**src/rtl/rtsc_pkg.sv**
```systemverilog
package rtsc_pkg;
  typedef enum logic {
    ADDR_DIV = 1'b0,
    ADDR_CNT = 1'b1
  } rtsc_addr_e;
endpackage

```
**src/rtl/rtsc_regs.sv**
```systemverilog
module rtsc_regs
  import rtsc_pkg::*;
#(
  parameter int DATA_W = 32,
  parameter int CNT_W = 20,
  parameter int DIV_W = 16,
  parameter logic [DIV_W-1:0] DIV_RESET = 16'h8000
) (
  input  logic              clk,
  input  logic              rst,
  input  logic              wr,
  input  logic              rd,
  input  logic              addr,
  input  logic [DATA_W-1:0] wdata,
  input  logic [CNT_W-1:0]  count,
  output logic [DIV_W-1:0]  div_q,
  output logic              div_load,
  output logic [DATA_W-1:0] rdata
);
  // A write to the divisor location loads the divisor and restarts the prescaler.
  assign div_load = wr && (rtsc_addr_e'(addr) == ADDR_DIV);

  always_ff @(posedge clk) begin
    if (rst) begin
      div_q <= DIV_RESET;
    end else if (div_load) begin
      div_q <= wdata[DIV_W-1:0];
    end
  end

  // Registered read data. It holds its value between reads.
  always_ff @(posedge clk) begin
    if (rst) begin
      rdata <= '0;
    end else if (rd) begin
      if (rtsc_addr_e'(addr) == ADDR_DIV) rdata <= DATA_W'(div_q);
      else                                rdata <= DATA_W'(count);
    end
  end
endmodule

```
**src/rtl/rtsc_prescaler.sv**
```systemverilog
module rtsc_prescaler #(
  parameter int DIV_W = 16
) (
  input  logic             clk,
  input  logic             rst,
  input  logic             slck_en,
  input  logic             load,
  input  logic [DIV_W-1:0] div,
  output logic             tick
);
  logic [DIV_W-1:0] phase_q;
  logic [DIV_W-1:0] last;

  // A divisor of zero wraps to all ones, which gives a 2^DIV_W period.
  assign last = div - DIV_W'(1);

  always_ff @(posedge clk) begin
    if (rst || load) begin
      phase_q <= '0;
      tick    <= 1'b0;
    end else begin
      tick <= slck_en && (phase_q == last);
      if (slck_en) phase_q <= (phase_q == last) ? '0 : phase_q + DIV_W'(1);
    end
  end
endmodule

```
**src/rtl/rtsc_counter.sv**
```systemverilog
module rtsc_counter #(
  parameter int CNT_W = 20
) (
  input  logic             clk,
  input  logic             rst,
  input  logic             tick,
  output logic [CNT_W-1:0] count,
  output logic             inc_pulse
);
  always_ff @(posedge clk) begin
    if (rst) begin
      count     <= '0;
      inc_pulse <= 1'b0;
    end else begin
      inc_pulse <= tick;
      if (tick) count <= count + CNT_W'(1);
    end
  end
endmodule

```
**src/rtl/rt_seconds_counter.sv**
```systemverilog
module rt_seconds_counter #(
  parameter int DATA_W = 32,
  parameter int CNT_W = 20,
  parameter int DIV_W = 16,
  parameter logic [DIV_W-1:0] DIV_RESET = 16'h8000
) (
  input  logic              clk,
  input  logic              rst,
  input  logic              slck_en,
  input  logic              bus_wr,
  input  logic              bus_rd,
  input  logic              bus_addr,
  input  logic [DATA_W-1:0] bus_wdata,
  output logic [DATA_W-1:0] bus_rdata,
  output logic              inc_pulse
);
  logic [DIV_W-1:0] div_q;
  logic             div_load;
  logic             tick;
  logic [CNT_W-1:0] count_q;

  rtsc_regs #(
    .DATA_W(DATA_W), .CNT_W(CNT_W), .DIV_W(DIV_W), .DIV_RESET(DIV_RESET)
  ) u_regs (
    .clk(clk), .rst(rst), .wr(bus_wr), .rd(bus_rd), .addr(bus_addr),
    .wdata(bus_wdata), .count(count_q), .div_q(div_q),
    .div_load(div_load), .rdata(bus_rdata)
  );

  rtsc_prescaler #(.DIV_W(DIV_W)) u_pre (
    .clk(clk), .rst(rst), .slck_en(slck_en), .load(div_load),
    .div(div_q), .tick(tick)
  );

  rtsc_counter #(.CNT_W(CNT_W)) u_cnt (
    .clk(clk), .rst(rst), .tick(tick), .count(count_q), .inc_pulse(inc_pulse)
  );
endmodule

```
**config.mk**
```make
export PLATFORM = sky130hd
export DESIGN_NAME = rt_seconds_counter
export DESIGN_NICKNAME = d
export VERILOG_FILES = /design/src/rtl/rtsc_pkg.sv /design/src/rtl/rtsc_regs.sv /design/src/rtl/rtsc_prescaler.sv /design/src/rtl/rtsc_counter.sv /design/src/rtl/rt_seconds_counter.sv
export SDC_FILE = /design/constraint.sdc
export NUM_CORES = 1
export LEC_CHECK = 0
export BUFFER_PORTS_ARGS = -buffer_cell sky130_fd_sc_hd__buf_2
export CAP_MARGIN = 20
export CORE_UTILIZATION = 45
export CTS_BUF_LIST = sky130_fd_sc_hd__clkbuf_2
export CTS_CLUSTER_DIAMETER = 100
export DETAILED_ROUTE_END_ITERATION = 7
export GPL_TIMING_DRIVEN = 0
export MAX_ROUTING_LAYER = met4
export PLACE_DENSITY_LB_ADDON = 0.25
export SLEW_MARGIN = 20
export SYNTH_ARGS = -nofsm -noshare
export SYNTH_HDL_FRONTEND = slang
export SYNTH_SLANG_ARGS = --single-unit
```
**constraint.sdc**
```tcl
create_clock -name clk -period 2.79 [get_ports clk]
set_input_delay 0.279 -clock clk [delete_from_list [all_inputs] [get_ports clk]]
set_output_delay 0.279 -clock clk [all_outputs]
set_load 0.005 [all_outputs]
```
==> flow_metrics.py <==
metrics = {
    "status": {
        "status": "finished, final reports clean",
    },
    "critical_path": {
        "cp_max_fo": 7,
        "path_buf_inv": 2,
        "cp_top_family": "simple AND/OR/NAND/NOR gates",
        "crit-reg2reg-launch": "u_regs.div_q[0]",
        "cp_data_arrival_time_ps": 3100,
        "worstSetupPathType": "flop to flop",
        "reg2reg_to": "u_pre.tick",
        "start_kind": "flop",
        "reg2reg_depth": 9,
        "cp_slowest_stage_delay_ps": 510,
        "r2r_slack_ps": 160,
        "endpoint_kind": "flop",
        "timing.critical_path.cells": "inv_1 -> ha_2 -> or4b_4 -> or3_1 -> a21oi_1 -> a2bb2oi_1 -> nor4_4 -> buf_4 -> and3_1",
        "cp.required_ps": 3260,
        "cpMaxStageDelayCell": "or4b_4",
    },
    "sta": {
        "finalSetupViolCount": 0,
        "whs_ps": 130,
        "worst_pin_slew_ps": 755,
        "fmax_mhz": 380,
        "final_max_slew_viol_count": 0,
        "min_period_ps": 2630,
        "post-route-period-util_pct": 94.2,
        "skew_ps": 31.8,
        "relSlewSlack_pct": 49.6,
        "rsz0062_at_grt": "false",
        "tns_ps": 0,
        "finalHoldViolations": 0,
    },
    "drt": {
        "routedLengthMet1_um": 4250,
        "met3_length_um": 414,
        "wire_per_inst_um": 13.6,
        "finalWirelength_um": 8810,
        "routed.top_layer": "met4",
        "initialDrtViolationCount": 127,
        "dr.pass1.iters": 4,
        "wl_met2_um": 4070,
        "antenna_left": 0,
        "vias_per_cell": 5.18,
        "num_vias": 3350,
        "drc": 0,
    },
    "placed_design": {
        "io_buffers": 41,
        "dp_hpwl_um": 6320,
        "globalplace.congestion": 0.804,
    },
    "logic_synthesis": {
        "synth_edf_count": 0,
        "synth_area_leaders": "dfxtp_1 39%, nand2_1 6.5%, xnor2_1 5.6%, xor2_1 5.6%, a21oi_1 5.4%",
        "synth.most_common_cell": "dfxtp_1",
        "yosysTopAreaCellShare_pct": 39.2,
        "synth_cell_types": 45,
        "ys_warn_count": 0,
        "ys_ff_latch": 74,
        "synth.yosys.seq_area_share_pct": 39.2,
        "synthFlopType": "dfxtp_1",
        "async_flop_share_pct": 0,
        "yosysTopAreaCell": "dfxtp_1",
        "synth_area_mm2": 0.00378,
        "synth_area_per_cell_um2": 8.26,
        "synthTopCellsByCount": "74 x dfxtp_1, 65 x nand2_1, 42 x nor2_1, 41 x a21oi_1",
        "netlist_instances": 458,
    },
    "finish": {
        "area_growth_pct": 18.4,
        "fillers": 771,
        "nNetsFinal": 579,
        "drive_gt1_share_pct": 15.1,
        "antennaDiodeCount": 0,
    },
    "floorplanning": {
        "start_util_pct": 46.3,
        "fp.dieW_um": 93.7,
        "core_area_mm2": 0.00818,
        "die_y_um": 93.7,
        "row_count": 33,
        "die-area_mm2": 0.00878,
        "ios": 71,
    },
    "clocking": {
        "cts.sinks": 74,
        "cts-root-buf": "clkbuf_2",
        "clock_latency_ps": 520,
        "clockBufferDepth": 2,
        "htreeDepth": 3,
        "clk_pin_slew_worst_paths_ps": 210,
        "cts_tree": "done",
        "numCtsBuffers": 9,
    },
    "global_routing": {
        "grt_pass1_wl_um": 14400,
        "antenna_found_initial": 0,
        "grt_remaining_overflow": 0,
        "globalRouteTotalUtil_pct": 21.7,
        "grt_max_degree": 14,
        "first_global_vias": 2986,
    },
    "hold_path": {
        "min_path_type": "input pin to flop",
        "holdPathStages": 5,
        "worstHoldStart": "slck_en",
        "hold_end": "u_pre.phase_q[2]",
    },
    "pwr": {
        "ir_drop_uv": 265,
        "p_per_area_mw_per_mm2": 469,
        "fin_total_pwr_mw": 2.10,
        "power_leakage_nw": 1.80,
    },
    "job": {
        "max-cap-violations": 0,
    },
}
registers in the layout, summed over array words and instances (netlist names):
name,cells
u_pre.tick,1
u_cnt.count,20
u_regs.rdata,20
u_regs.div_q,16
u_cnt.inc_pulse,1
u_pre.phase_q,16
area by class of cell:
| type | count | area [um2] | area share [%] |
|---|---|---|---|
| inverter | 5 | 18.8 | 0.419 |
| multi-input combinational | 347 | 2110 | 47.0 |
| clock buffer | 9 | 45.0 | 1.01 |
| tap | 105 | 131 | 2.93 |
| timing repair buffer | 58 | 373 | 8.32 |
| clock inverter | 6 | 91.3 | 2.04 |
| buffer | 43 | 231 | 5.17 |
| sequential | 74 | 1480 | 33.1 |
how the worst max path moves through the flow:
stage | start | to | slack, ps | cells after the start
floorplan | u_regs.div_q[0] | u_pre.phase_q[10] | 320 | 9
global placement | u_regs.div_q[0] | u_pre.phase_q[14] | 10 | 9
detailed placement | u_regs.div_q[0] | u_pre.phase_q[12] | -70 | 9
CTS | u_regs.div_q[3] | u_pre.tick | 130 | 9
global route | u_regs.div_q[3] | u_pre.tick | 2 | 9
finish | u_regs.div_q[0] | u_pre.tick | 160 | 9
worst register-to-register path: stages (launching register included):
cell and delay, ps:
dfxtp_1 420, inv_1 90, ha_2 230, or4b_4 510, or3_1 390, a21oi_1 160, a2bb2oi_1 110, nor4_4 310
buf_4 210, and3_1 160
where the power goes:
part	internal (mW)	total (mW)	leakage, nW	switching (mW)
sequential	1.09	1.11	0.601	0.0243
combinational	0.135	0.290	1.12	0.154
clock	0.297	0.700	0.0823	0.403
per-layer routing:
layer,vias to the layer above,GRT usage [%]
met2,68,33.3
met1,1566,28.8
met5,-,-
li1,1708,-
met4,0,6.54
met3,8,4.37
layout by cell type (no fill, tap or decap), types with 7 or more instances in the layout:
| cell | instances |
|---|---|
| dfxtp_1 | 74 |
| nand2_1 | 65 |
| buf_2 | 43 |
| nor2_1 | 42 |
| a21oi_1 | 41 |
| xnor2_1 | 24 |
| xor2_1 | 24 |
| clkbuf_1 | 19 |
| mux2i_1 | 19 |
| a211oi_1 | 17 |
| dlygate4sd3_1 | 16 |
| nand3_1 | 14 |
| buf_4 | 13 |
| conb_1 | 12 |
| o21ai_0 | 11 |
| nand4_1 | 9 |
| clkbuf_2 | 9 |
| nand2b_1 | 7 |
| buf_1 | 7 |
| or3_1 | 7 |
| nor3_1 | 7 |
logic make-up (layout without fill, tap and decap cells):
group                    after synthesis  count (layout)  synth area share (%)
XOR/XNOR                              48              48                  11.1
buffers and inverters                 48             121                  6.62
AO/OA/AOI/OAI                         79              79                  12.3
adder cells (fa/ha/maj)                3               3                 0.992
flip-flops                            74              74                  39.2
other                                  1              12                0.0991
AND/OR/NAND/NOR                      185             185                  24.4
multiplexers                          20              20                  5.33
what timing repair did:
item,in CTS,in global routing
setup buffers,1,0
hold endpoints to repair,16,0
setup endpoints to repair,10,7
resized for setup,1,2
pin swaps,1,1
hold buffers,16,0
metrics by stage:
step,utilization [%],cells,cell area (um2),setup WS (ps)
final,54.8,647,4480,161
after global routing,54.8,647,4480,1.61
after CTS,54.7,647,4470,127
after detailed placement,50.9,615,4160,-67.2
after global placement,50.9,615,4160,11.5
after floorplan,-,469,3820,315
(Power assumes the default switching activity.)
